--- config.mk ---
export PLATFORM = sky130hd
export DESIGN_NAME = card_status_regs
export DESIGN_NICKNAME = d
export VERILOG_FILES = /design/src/rtl/csr_pkg.sv /design/src/rtl/csr_host_ctrl.sv /design/src/rtl/csr_regs_dp.sv /design/src/rtl/card_status_regs.sv
export SDC_FILE = /design/constraint.sdc
export NUM_CORES = 1
export LEC_CHECK = 0
export BUFFER_PORTS_ARGS = -buffer_cell sky130_fd_sc_hd__buf_2
export CORE_MARGIN = 2
export CORE_UTILIZATION = 48
export CTS_BUF_LIST = sky130_fd_sc_hd__clkbuf_16
export CTS_CLUSTER_DIAMETER = 200
export DETAILED_ROUTE_END_ITERATION = 6
export PLACE_DENSITY_LB_ADDON = 0.1
export SETUP_SLACK_MARGIN = 0.5
export SLEW_MARGIN = 15
export SYNTH_ARGS = -nofsm -noshare
export SYNTH_HDL_FRONTEND = slang
export SYNTH_SLANG_ARGS = --single-unit
export TNS_END_PERCENT = 10
--- constraint.sdc ---
create_clock -name clk -period 2.8 [get_ports clk]
set_input_delay 0.7 -clock clk [delete_from_list [all_inputs] [get_ports clk]]
set_output_delay 0.7 -clock clk [all_outputs]
set_load 0.03 [all_outputs]
--- src/rtl/csr_pkg.sv ---
`timescale 1ns/1ps
package csr_pkg;
  parameter int FN_COUNT = 2;
  parameter int DATA_W = 8;
  localparam int FN_W = (FN_COUNT > 1) ? $clog2(FN_COUNT) : 1;
  localparam int ADDR_W = FN_W + 1;

  // configuration status byte fields
  localparam int CFG_CHANGED = 7;
  localparam int CFG_SIGCHG = 6;
  localparam int CFG_IO8 = 5;
  localparam int CFG_AUDIO = 3;
  localparam int CFG_PWRDN = 2;
  localparam int CFG_INTRST = 0;
  // pin replacement byte fields
  localparam int PIN_CRDY = 5;
  localparam int PIN_RRDY = 1;

  localparam logic [DATA_W-1:0] CFG_WR_MASK =
    DATA_W'((1 << CFG_SIGCHG) | (1 << CFG_IO8) | (1 << CFG_AUDIO) |
            (1 << CFG_PWRDN) | (1 << CFG_INTRST));

  typedef struct packed {
    logic [FN_COUNT-1:0] cfgWr;
    logic [FN_COUNT-1:0] pinWr;
    logic [DATA_W-1:0]   wrData;
    logic [FN_W-1:0]     rdFn;
    logic                rdPin;
    logic                rdValid;
  } hostStrobe_t;
endpackage

--- src/rtl/csr_host_ctrl.sv ---
`timescale 1ns/1ps
module csr_host_ctrl
  import csr_pkg::*;
(
  input  logic [ADDR_W-1:0] hostAddr,
  input  logic              hostWrEn,
  input  logic [DATA_W-1:0] hostWrData,
  output hostStrobe_t       strb
);
  logic [FN_W-1:0] fnSel;
  logic            fnInRange;

  assign fnSel     = hostAddr[ADDR_W-1:1];
  assign fnInRange = (32'(fnSel) < FN_COUNT);

  for (genvar f = 0; f < FN_COUNT; f++) begin : g_dec
    assign strb.cfgWr[f] = hostWrEn && !hostAddr[0] && (fnSel == FN_W'(f));
    assign strb.pinWr[f] = hostWrEn &&  hostAddr[0] && (fnSel == FN_W'(f));
  end

  assign strb.wrData  = hostWrData;
  assign strb.rdFn    = fnSel;
  assign strb.rdPin   = hostAddr[0];
  assign strb.rdValid = fnInRange;
endmodule

--- src/rtl/csr_regs_dp.sv ---
`timescale 1ns/1ps
module csr_regs_dp
  import csr_pkg::*;
(
  input  logic                clk,
  input  logic                rstN,
  input  hostStrobe_t         strb,
  input  logic [FN_COUNT-1:0] readyIn,
  input  logic                ioMode,
  input  logic [FN_COUNT-1:0] fnConfigured,
  input  logic                spkIn,
  output logic [DATA_W-1:0]   rdData,
  output logic                statChgN,
  output logic [FN_COUNT-1:0] pwrCtl,
  output logic                spkOutN
);
  logic [DATA_W-1:0]   cfgStore [FN_COUNT];
  logic [DATA_W-1:0]   cfgByte  [FN_COUNT];
  logic [DATA_W-1:0]   pinByte  [FN_COUNT];
  logic [FN_COUNT-1:0] readyQ;
  logic [FN_COUNT-1:0] cRdy;
  logic [FN_COUNT-1:0] sigChg;
  logic [FN_COUNT-1:0] audio;
  logic [FN_COUNT-1:0] pwrDn;
  logic [FN_COUNT-1:0] chgGate;

  for (genvar f = 0; f < FN_COUNT; f++) begin : g_fn
    logic rdyEdge;
    logic clrReq;
    assign rdyEdge = readyIn[f] ^ readyQ[f];
    assign clrReq  = strb.pinWr[f] && strb.wrData[PIN_CRDY];

    always_ff @(posedge clk) begin
      if (!rstN) begin
        cfgStore[f] <= '0;
        cRdy[f]     <= 1'b0;
        readyQ[f]   <= readyIn[f];
      end else begin
        readyQ[f] <= readyIn[f];
        if (strb.cfgWr[f]) cfgStore[f] <= strb.wrData & CFG_WR_MASK;
        if (rdyEdge)       cRdy[f] <= 1'b1;
        else if (clrReq)   cRdy[f] <= 1'b0;
      end
    end

    always_comb begin
      cfgByte[f] = cfgStore[f];
      cfgByte[f][CFG_CHANGED] = cRdy[f];
      pinByte[f] = '0;
      pinByte[f][PIN_CRDY] = cRdy[f];
      pinByte[f][PIN_RRDY] = readyQ[f];
    end

    assign sigChg[f]  = cfgStore[f][CFG_SIGCHG];
    assign audio[f]   = cfgStore[f][CFG_AUDIO];
    assign pwrDn[f]   = cfgStore[f][CFG_PWRDN];
    assign chgGate[f] = cRdy[f] && sigChg[f];


    chg_set_chk: assert property (@(posedge clk) disable iff (!rstN)
      (readyIn[f] != readyQ[f]) |=> cRdy[f]);

    chg_hold_chk: assert property (@(posedge clk) disable iff (!rstN)
      (cRdy[f] && !(strb.pinWr[f] && strb.wrData[PIN_CRDY])) |=> cRdy[f]);

    chg_clear_chk: assert property (@(posedge clk) disable iff (!rstN)
      (strb.pinWr[f] && strb.wrData[PIN_CRDY] && (readyIn[f] == readyQ[f]))
      |=> !cRdy[f]);

    pwr_follow_chk: assert property (@(posedge clk) disable iff (!rstN)
      strb.cfgWr[f] |=> (pwrCtl[f] == !$past(strb.wrData[CFG_PWRDN])));

    cfg_keep_chk: assert property (@(posedge clk) disable iff (!rstN)
      !strb.cfgWr[f] |=> $stable(cfgStore[f]));
  end

  always_comb begin
    if (!strb.rdValid)   rdData = '0;
    else if (strb.rdPin) rdData = pinByte[strb.rdFn];
    else                 rdData = cfgByte[strb.rdFn];
  end

  assign statChgN = !(ioMode && (|chgGate));
  assign pwrCtl   = ~pwrDn;
  assign spkOutN  = !((|(audio & fnConfigured)) && spkIn);
endmodule

--- src/rtl/card_status_regs.sv ---
`timescale 1ns/1ps
module card_status_regs
  import csr_pkg::*;
(
  input  logic                clk,
  input  logic                rstN,
  input  logic [ADDR_W-1:0]   hostAddr,
  input  logic                hostWrEn,
  input  logic [DATA_W-1:0]   hostWrData,
  output logic [DATA_W-1:0]   hostRdData,
  input  logic [FN_COUNT-1:0] readyIn,
  input  logic                ioMode,
  input  logic [FN_COUNT-1:0] fnConfigured,
  input  logic                spkIn,
  output logic                statChgN,
  output logic [FN_COUNT-1:0] pwrCtl,
  output logic                spkOutN
);
  hostStrobe_t strb;

  csr_host_ctrl ctrl_i (
    .hostAddr   (hostAddr),
    .hostWrEn   (hostWrEn),
    .hostWrData (hostWrData),
    .strb       (strb)
  );

  csr_regs_dp dp_i (
    .clk          (clk),
    .rstN         (rstN),
    .strb         (strb),
    .readyIn      (readyIn),
    .ioMode       (ioMode),
    .fnConfigured (fnConfigured),
    .spkIn        (spkIn),
    .rdData       (hostRdData),
    .statChgN     (statChgN),
    .pwrCtl       (pwrCtl),
    .spkOutN      (spkOutN)
  );
endmodule

# Word-level counts from Yosys, hierarchy flattened
# Memories as Yosys holds them, arrays and structs flattened.
# Index checks and enable logic that the tools add are counted.
[op_classes]
magnitude_cmp = 1
mux = 20
n_bitwise = 8
n_reduce_logical = 19
[ops]
columns = ["op", "n"]
rows = [
  ["2-to-1 mux 8 bit", 6],
  ["logical AND 1 bit", 12],
  ["2-to-1 mux 1 bit", 11],
  ["2-to-1 mux 5 bit", 2],
  ["2-to-1 mux 6 bit", 1],
  ["nonzero test 2 bit", 2],
  ["OR reduction 2 bit", 2],
  ["logical NOT 1 bit", 3],
  ["bitwise AND 2 bit", 1],
  [">= comparator 2 bit, second input constant", 1],
  ["inverter 1 -> 2 bit", 1],
  ["inverter 2 bit", 1],
  ["OR 1 bit", 2],
  ["XOR 1 bit", 2],
  ["inverter 1 bit", 1],
]
[word_totals]
ff_bits = 4
ram_bits = 10
input_bits = 19
output_inout_bits = 12
wordCells = 53
mem_count = 1
[memory_table]
columns = ["name", "words", "width", "rd", "rd_clocked_by_memory_dff", "wr", "line", "text"]
rows = [
  ["dp_i.cfgStore", 2, 5, 2, 0, 2, "csr_regs_dp.sv:17", "logic [DATA_W-1:0] cfgStore [FN_COUNT];"],
]

# Logic depth before layout (Yosys ltp)
# Gate-level depths: netlist (run 1).
[logic_depth]
word_depth = 7
mapped_depth = 3

# Hierarchy
# From an unflattened synthesis (run 1), not the netlist that was laid out.
[unflattened]
cells_unflattened = 74
area_unflattened_um2 = 795.8
[by_module_without_submodules]
columns = ["module", "instances", "cells_each", "area_each_um2"]
rows = [
  ["csr_regs_dp", 1, 58, 671.9],
  ["csr_host_ctrl", 1, 16, 123.9],
]

# Worst setup path before layout (run 1)
# OpenSTA, ideal clock, no wires.
[synth_timing]
path_type = "input to output"
from = "in hostAddr[1]"
to = "out hostRdData[5]"
arrival_ps = 1479
path_slack_ps = 621
stages = 3
n_path_buf = 1
path_cell_list = "buf_6 mux2i_1 mux2i_1"
[synth_via]
elab_chain_len = 5
word_cells_on_any_way = 8
classes_between = "7 x mux; 1 x bitwise"
[synth_rtl]
columns = ["item", "line", "text"]
rows = [
  ["from (decl)", "card_status_regs.sv:7", "input logic [ADDR_W-1:0] hostAddr,"],
  ["inverter 1 -> 2 bit (implied by the code) *", "csr_regs_dp.sv:79, csr_regs_dp.sv:80", ""],
  ["2-to-1 mux 8 bit (implied by the code) / 2-to-1 mux 6 bit (equally long branches)", "csr_regs_dp.sv:80, csr_regs_dp.sv:79", ""],
  ["2-to-1 mux 8 bit, on equally long branches (2 in a row)", "csr_regs_dp.sv:80, csr_regs_dp.sv:79", ""],
  ["2-to-1 mux 8 bit *", "csr_regs_dp.sv:79", "else if (strb.rdPin) rdData = pinByte[strb.rdFn];"],
  ["to (decl)", "card_status_regs.sv:10", "output logic [DATA_W-1:0] hostRdData,"],
]
# Every way passes the cells marked *; elsewhere a longest branch is shown, timed or not. The select of a mux whose other input is x is not followed.

# Worst setup path in the final report (run 1)
# Ends and elaborated chain as after synthesis.

==> impl_metrics.json, run 1 <==
{
  "status": "finished clean",
  "rsz0062_at_grt": "false",
  "place_area_um2": 836,
  "finalSetupTns_ps": 0,
  "die_y_um": 42.5,
  "critical_path.max_stage_delay_ps": 240,
  "p_per_area_mw_per_mm2": 664,
  "hold_violations": 0,
  "postRouteAntennaNets": 0,
  "routabilityCongestion": 0.763,
  "root_buffer": "clkbuf_16",
  "crit_slowest_cell": "mux2i_1",
  "drtPass1Iterations": 5,
  "rows": 13,
  "ir_drop_mv": 0.566,
  "nets": 110,
  "routed_via_density": 5.50,
  "grt_remaining_overflow": 0,
  "leakage_uw": 0.000438,
  "hold_class": "register to register",
  "clock_sinks": 14,
  "route.detailed.drc": 0,
  "chipWidth_um": 42.5,
  "htreeDepth": 1,
  "design_area_um2": 917,
  "slew-limit-headroom_pct": 45.7,
  "cts.hold.buffers_added": 0,
  "r2r_cells": 2,
  "ys_ff_latch": 14,
  "path_delay_family": "buffers and inverters",
  "area.sequential_um2": 380,
  "wire_per_inst_um": 13.0,
  "netlist_instances": 63,
  "cts_inserted_buffers": 3,
  "start_kind": "input pin",
  "yosysSeqAreaShare_pct": 53.5,
  "fillerInstances": 109,
  "vias": 578,
  "setup_violations": 0,
  "drive_gt1_share_pct": 33.3,
  "cp.depth": 4,
  "grt_max_degree": 14,
  "avgSynthCellArea_um2": 11.3,
  "grt_pass1_vias": 466,
  "port_buffers": 26,
  "io_pins": 31,
  "cts_tree": "done",
  "antenna_found_initial": 0,
  "clock_skew_ps": 0.365,
  "cp-end-kind": "output pin",
  "die_area_mm2": 0.00180,
  "arrival_ps": 1450,
  "synth_nets": 82,
  "cap_violations": 0,
  "critical_path_required_ps": 2100,
  "worst_hold_path.num_cells": 2,
  "timing.final.crit_period_ps": 2150,
  "worst-path-buf-inv": 2,
  "fp.coreArea_mm2": 0.00135,
  "clk-insertion-delay-late_ps": 240,
  "crit_chain": "clkbuf_4, mux2i_1, mux2i_1, buf_2",
  "slew_violations": 0,
  "n_antenna_cell": 0,
  "path_common_cell": "mux2i_1",
  "start_util_pct": 52.6,
  "place_hpwl_um": 920,
  "globalRouteTotalUtil_pct": 16.9,
  "wl_um": 1370,
  "crit_fanout": 13,
  "clock.fmax_ghz": 0.465,
  "syn_area_um2": 711,
  "grt_pass1_wl_um": 2140,
  "area_growth_pct": 29.0,
  "yosysUniqueCellTypes": 20,
  "path_clk_slew_ps": 40,
  "yosysWarnings": 0,
  "drt-initial-drc-count": 15,
  "finalCritPeriodShare_pct": 76.7,
  "worst_pin_slew_ps": 807,
  "multiInputGateArea_um2": 292,
  "cts_buffer_depth": 2,
  "critical_path_class": "input pin to output pin"
}
## state kept, by name, indices dropped and copies added, names as in the netlist
| register | cells |
|---|---|
| dp_i.cRdy | 2 |
| dp_i.cfgStore | 10 |
| dp_i.pinByte | 2 |
## metal layers
metal	wire [um]	vias to the layer above	global-route usage, %
li1	-	274	-
met1	557	268	19.6
met2	678	31	27.7
met3	106	5	6.47
met4	22	0	7.50
met5	0	-	0
## cell usage in the layout, fill, tap and decap left out
master	n
xnor2_1	2
nor2b_1	1
nor2_1	5
a22o_1	2
clkbuf_16	3
o22ai_1	2
buf_2	25
clkbuf_4	1
edfxtp_1	10
and4b_1	2
and2_1	10
and4bb_2	1
inv_1	5
conb_1	1
o21ai_0	2
and4_1	1
mux2i_1	8
nand2_1	4
nand2b_1	1
dfxtp_1	4
## cell usage after synthesis
| library cell | count | area share, % |
|---|---|---|
| nand2_1 | 4 | 2.1 |
| o22ai_1 | 2 | 1.8 |
| and2_1 | 10 | 8.8 |
| buf_4 | 1 | 1.1 |
| xnor2_1 | 2 | 2.5 |
| and4b_1 | 2 | 2.8 |
| nor2_1 | 5 | 2.6 |
| conb_1 | 1 | 0.53 |
| nand2b_1 | 1 | 0.88 |
| buf_2 | 1 | 0.70 |
| buf_6 | 1 | 1.6 |
| edfxtp_1 | 10 | 42 |
| mux2i_1 | 8 | 11 |
| o21ai_0 | 2 | 1.4 |
| dfxtp_1 | 4 | 11 |
| a22o_1 | 2 | 2.5 |
| and4_1 | 1 | 1.2 |
| inv_1 | 4 | 2.1 |
| and4bb_2 | 1 | 1.8 |
| nor2b_1 | 1 | 0.88 |
## path summary, 6_finish.rpt
path                                  start                   endpoint  slack (ps)
setup / recovery                hostAddr[1]              hostRdData[5]         650
hold / removal    dp_i.cRdy[0]$_SDFFE_PN0P_  dp_i.cRdy[0]$_SDFFE_PN0P_         490
hold reg to reg   dp_i.cRdy[0]$_SDFFE_PN0P_  dp_i.cRdy[0]$_SDFFE_PN0P_         490
setup reg to reg    dp_i.pinByte[9]$_DFF_P_  dp_i.cRdy[0]$_SDFFE_PN0P_        2120
## kinds of logic (layout without fill, tap and decap cells)
family	Yosys count	in the layout	synth area share, %
compound gates	6	6	5.63
xor+xnor	2	2	2.47
buf+inv	7	34	5.46
flops	14	14	53.5
mux	8	8	11.3
other cells	1	1	0.528
simple gates	25	25	21.1
## final cells by class
class,instances,share of cell area (%)
tap,15,2.05
clock buffer,3,8.19
timing repair buffer,26,14.5
clock inverter,1,0.409
sequential,14,41.5
inverter,4,1.64
multi-input combinational,42,31.8
## worst reg2reg max path: cells and delay by family (launching register included)
family | cells | cell delay (ps)
AOI/OAI and AO/OA | 1 | 90
DFF | 1 | 310
xor gates and xnor gates | 1 | 180
## per-stage QoR
stage	setup slack, ps	instances	power, uW	hold WS, ps	util, %
3_3_place_gp	583	101	342	468	61.9
3_5_place_dp	589	101	344	486	61.9
6_report	652	105	609	488	67.9
2_1_floorplan	621	63	315	448	-
4_1_cts	585	105	609	493	67.7
5_1_grt	564	105	629	534	67.9
## timing repair
| item | in CTS | in global routing |
|---|---|---|
| setup endpoints to repair | 0 | 1 |
| hold endpoints to repair | 0 | 0 |
| setup buffers | 0 | 0 |
| gates resized for setup | 0 | 1 |
## report_power, final
group	switching [uW]	internal, uW	leakage [uW]
logic	59.3	34.9	0.000263
clock network	78.2	188	0.0000423
registers	8.54	240	0.000132
total	146	463	0.000438
No activity file was read; power rests on OpenSTA's default activity.
==> run 2, diff against run 1 <==
--- a/config.mk
+++ b/config.mk
@@ -7,7 +7,7 @@
 export LEC_CHECK = 0
 export BUFFER_PORTS_ARGS = -buffer_cell sky130_fd_sc_hd__buf_2
 export CORE_MARGIN = 2
-export CORE_UTILIZATION = 48
+export CORE_UTILIZATION = 45
 export CTS_BUF_LIST = sky130_fd_sc_hd__clkbuf_16
 export CTS_CLUSTER_DIAMETER = 200
 export DETAILED_ROUTE_END_ITERATION = 6
==> constraint.sdc (replaced) <==
create_clock -name clk -period 2 [get_ports clk]
set_input_delay 0.5 -clock clk [delete_from_list [all_inputs] [get_ports clk]]
set_output_delay 0.5 -clock clk [all_outputs]
set_load 0.03 [all_outputs]
==> run 2 against run 1 <==
  * Sequential power up 41%
  * Critical endpoint is now hostRdData[2]
  * Register-to-register slack worse by 810 ps
  * Wire length up 0.15%
  * Clock skew about the same
  * Largest power group unchanged
==> impl_metrics.json, run 2 (synthesis results as in run 1) <==
{
  "route.detailed.drc": 0,
  "place_hpwl_um": 986,
  "cts_inserted_buffers": 3,
  "cts.hold.buffers_added": 0,
  "cap_violations": 0,
  "n_antenna_cell": 0,
  "chipWidth_um": 43.7,
  "wl_um": 1370,
  "drive_gt1_share_pct": 47.9,
  "vias": 559,
  "drtPass1Iterations": 3,
  "nets": 116,
  "critical_path.max_stage_delay_ps": 230,
  "grt_pass1_vias": 500,
  "crit_chain": "buf_12, buf_8, mux2i_2, nor2_2, buf_6",
  "path_clk_slew_ps": 40,
  "clk-insertion-delay-late_ps": 240,
  "pre_cts_ws_ps": 188,
  "fillerInstances": 118,
  "die_area_mm2": 0.00191,
  "timing.final.crit_period_ps": 1640,
  "largest_reg_flops": 10,
  "hold_violations": 0,
  "clock.fmax_ghz": 0.611,
  "cp-end-kind": "output pin",
  "arrival_ps": 1140,
  "start_util_pct": 47.7,
  "rows": 14,
  "postRouteAntennaNets": 0,
  "routabilityCongestion": 0.762,
  "start_kind": "input pin",
  "ir_drop_mv": 0.797,
  "grt_max_degree": 9,
  "cts_buffer_depth": 2,
  "leakage_uw": 0.000472,
  "antenna_found_initial": 0,
  "clock_sinks": 14,
  "status": "finished clean",
  "crit_slowest_cell": "mux2i_2",
  "clock_skew_ps": 0.206,
  "area_growth_pct": 48.9,
  "grt_remaining_overflow": 0,
  "globalRouteTotalUtil_pct": 16.6,
  "layout_common_cells": "20 x buf_2, 10 x and2_1, 10 x edfxtp_1",
  "crit_fanout": 5,
  "drt-initial-drc-count": 9,
  "final_common_cell": "buf_2",
  "die_y_um": 43.7,
  "path_delay_family": "buffers and inverters",
  "finalSetupTns_ps": 0,
  "htreeDepth": 1,
  "worst-path-buf-inv": 3,
  "top_register": "dp_i.cfgStore",
  "setup_violations": 0,
  "slew_violations": 0,
  "routed_via_density": 4.99,
  "grt_pass1_wl_um": 2130,
  "critical_path_class": "input pin to output pin",
  "timing.final.ws_setup_ps": 365,
  "critical_path_required_ps": 1500,
  "finalCritPeriodShare_pct": 81.8,
  "cts_tree": "done",
  "hold_class": "input pin to register",
  "rsz0062_at_grt": "true",
  "fp.coreArea_mm2": 0.00149,
  "io_pins": 31,
  "port_buffers": 26,
  "p_per_area_mw_per_mm2": 852,
  "wire_per_inst_um": 12.2,
  "root_buffer": "clkbuf_16"
}
-- run 2: cell count changes in the layout (fill, tap and decap cells not counted), moves of 2 or more --
cell,before,now
mux2i_1,8,4
mux2i_2,0,2
buf_6,0,4
nor2_2,0,5
mux2i_4,0,2
buf_2,25,20
buf_4,0,6
nor2_1,5,0
-- run 2: timing repair --
item / in CTS / in global routing
resized for setup: 17 / 1
buffers inserted: 2 / 0
setup endpoints to repair: 9 / 13
-- run 2: worst paths after layout --
check	from	end	cells past startpoint	slack, ps
max	hostAddr[1]	hostRdData[2]	5	360
min	readyIn[1]	dp_i.pinByte[1]$_DFF_P_	1	380
max reg2reg	dp_i.pinByte[9]$_DFF_P_	dp_i.cRdy[0]$_SDFFE_PN0P_	2	1310
min reg2reg	dp_i.cRdy[1]$_SDFFE_PN0P_	dp_i.cRdy[1]$_SDFFE_PN0P_	2	520
-- run 2: routing by layer --
layer | up-vias | track usage [%] | wire length (um)
li1 | 284 | - | -
met1 | 247 | 17.9 | 578
met2 | 23 | 26.8 | 645
met3 | 5 | 1.67 | 80
met4 | 0 | 18.2 | 63
met5 | - | 0 | 0
-- run 2: power breakdown --
part	internal, uW	leakage, uW	switching [uW]
Sequential	335	0.000132	15.0
Combinational	81.5	0.000301	93.3
Clock	264	0.0000385	113
Total	681	0.000472	221
-- run 2: metrics by stage --
stage	utilization (%)	std cells	power [uW]	instance area, um^2	hold WS (ps)
floorplan	-	63	455	742	458
global placement	60.3	106	499	898	482
detailed placement	60.3	106	503	898	491
CTS	70.8	112	902	1050	381
global route	71.1	112	934	1060	379
finish	71.1	112	902	1060	381
-- run 2: final cells by class --
cell class | instances | area (um^2) | share of cell area, %
clock buffer | 3 | 75.1 | 7.09
multi-input combinational | 42 | 339 | 32.0
clock inverter | 1 | 3.75 | 0.355
timing repair buffer | 32 | 225 | 21.3
sequential | 14 | 380 | 35.9
tap | 16 | 20.0 | 1.89
inverter | 4 | 15.0 | 1.42
-- run 2: worst reg2reg max path, delay by kind of cell (launching register included) --
kind,cells,cell delay (ps)
AO/OA/AOI/OAI,1,90
XOR/XNOR,1,170
flip-flops,1,310
==> run 3, diff against run 2 <==
==> constraint.sdc (replaced) <==
create_clock -name clk -period 1.57 [get_ports clk]
set_input_delay 0.3925 -clock clk [delete_from_list [all_inputs] [get_ports clk]]
set_output_delay 0.3925 -clock clk [all_outputs]
set_load 0.03 [all_outputs]
==> run 3 against run 2 <==
  * Clock skew is essentially flat
  * Register-to-register slack lost 430 ps
  * Via count shrank 0.54%
  * Sequential power grew 29%
  * Cell count shrank 0.89%
  * Core utilization grew 0.76 points
  * Combinational power grew 30%
  * Clock power grew 24%
  * Largest power group unchanged
==> impl_metrics.json, run 3 (synthesis results as in run 1) <==
{
  "status": "finished clean",
  "arrival_ps": 1070,
  "leakage_uw": 0.000467,
  "p_per_area_mw_per_mm2": 1070,
  "place_hpwl_um": 1020,
  "finalCritPeriodShare_pct": 93.0,
  "finalSetupTns_ps": 0,
  "routed_via_density": 5.01,
  "hold_slack_ps": 277,
  "start_kind": "input pin",
  "drt-initial-drc-count": 7,
  "antenna_found_initial": 0,
  "clock_sinks": 14,
  "hold_class": "input pin to register",
  "port_buffers": 26,
  "hold_violations": 0,
  "nets": 115,
  "wire_per_inst_um": 12.4,
  "p_int_uw": 869,
  "top_register": "dp_i.cfgStore",
  "io_pins": 31,
  "critical_path_required_ps": 1180,
  "cts_buffer_depth": 2,
  "area_growth_pct": 50.5,
  "slew_violations": 0,
  "final_cell_count_no_fill": 111,
  "rsz0062_at_grt": "true",
  "grt_pass1_vias": 512,
  "critical_path_class": "input pin to output pin",
  "cap_violations": 0,
  "path_clk_slew_ps": 40,
  "cts.hold.buffers_added": 0,
  "clkPwrFrac_pct": 40.9,
  "cts_resized": 15,
  "vias": 556,
  "largest_reg_flops": 10,
  "post-cts-setup-buffer-count": 0,
  "final_common_cell": "buf_2",
  "cts_inserted_buffers": 3,
  "layout_common_cells": "18 x buf_2, 10 x and2_1, 10 x edfxtp_1",
  "grt_pass1_wl_um": 2250,
  "crit_fanout": 8,
  "wl_um": 1370,
  "routabilityCongestion": 0.747,
  "drive_gt1_share_pct": 53.7,
  "seqPwrFrac_pct": 39.2,
  "n_antenna_cell": 0,
  "clock.fmax_ghz": 0.685,
  "globalRouteTotalUtil_pct": 16.4,
  "postRouteAntennaNets": 0,
  "timing.final.crit_period_ps": 1460,
  "timing.final.ws_setup_ps": 111,
  "fp.coreArea_mm2": 0.00149,
  "clock_skew_ps": 0.274,
  "root_buffer": "clkbuf_16",
  "setup_violations": 0,
  "clk-insertion-delay-late_ps": 240,
  "power_switching_share_pct": 24.2,
  "grt_remaining_overflow": 0,
  "die_y_um": 43.7,
  "combPwrFrac_pct": 19.9,
  "drtPass1Iterations": 4,
  "fillerInstances": 115,
  "rows": 14,
  "pre_cts_ws_ps": -50.1,
  "dp.cells": 107,
  "route.detailed.drc": 0,
  "p_total_uw": 1150,
  "grt_max_degree": 10,
  "chipWidth_um": 43.7,
  "ir_drop_mv": 0.673,
  "cp-end-kind": "output pin",
  "die_area_mm2": 0.00191,
  "cts_tree": "done",
  "start_util_pct": 47.7,
  "htreeDepth": 1,
  "switchingPower_uw": 278
}
## run 3: cell count changes in the layout (fill, tap and decap cells not counted), moves of 2 or more
| cell | before | now |
|---|---|---|
| o21ai_2 | 0 | 2 |
| dfxtp_2 | 0 | 2 |
| dfxtp_1 | 4 | 2 |
| mux2i_2 | 2 | 4 |
| o21ai_0 | 2 | 0 |
| buf_2 | 20 | 18 |
| mux2i_1 | 4 | 2 |
## run 3: final timing paths
| kind | depth (start not counted) | to | startpoint | slack (ps) |
|---|---|---|---|---|
| min reg2reg | 2 | dp_i.cRdy[0]$_SDFFE_PN0P_ | dp_i.cRdy[0]$_SDFFE_PN0P_ | 490 |
| max | 5 | hostRdData[0] | hostAddr[1] | 110 |
| max reg2reg | 2 | dp_i.cRdy[1]$_SDFFE_PN0P_ | dp_i.pinByte[1]$_DFF_P_ | 880 |
| min | 1 | dp_i.pinByte[1]$_DFF_P_ | readyIn[1] | 280 |
## run 3: area by class of cell
| type | instances | area [um^2] | share of cell area (%) |
|---|---|---|---|
| flip-flops and latches | 14 | 383 | 35.8 |
| multi-input cells | 42 | 359 | 33.6 |
| repair buffers | 31 | 214 | 20.0 |
| clock buffers | 3 | 75.1 | 7.02 |
| well taps | 16 | 20.0 | 1.87 |
| inverters | 4 | 15.0 | 1.40 |
| clock inverters | 1 | 3.75 | 0.351 |
## run 3: worst max-delay path, stage by stage
cell and delay, ps:
buf_8 110, buf_4 130, mux2i_2 240, nor2_2 60
buf_6 130
## run 3: power by group through the flow
stage	registers (uW)	logic (uW)	clock network, uW
6_report	450	228	469
5_1_grt	453	243	487
4_1_cts	449	221	474
3_5_place_dp	451	202	0
3_3_place_gp	450	198	0
2_1_floorplan	447	146	0
## run 3: per-layer routing
layer	track usage (%)	vias to the layer above	wire length, um
li1	-	285	-
met5	0	-	0
met3	1.25	2	75
met1	20.6	249	586
met4	7.27	0	8
met2	28.5	20	701
## run 3: through the flow
step | utilization (%) | cell area, um^2
4_1_cts | 70.5 | 1050
2_1_floorplan | - | 774
6_report | 71.8 | 1070
3_3_place_gp | 62.3 | 927
3_5_place_dp | 62.3 | 927
5_1_grt | 71.8 | 1070
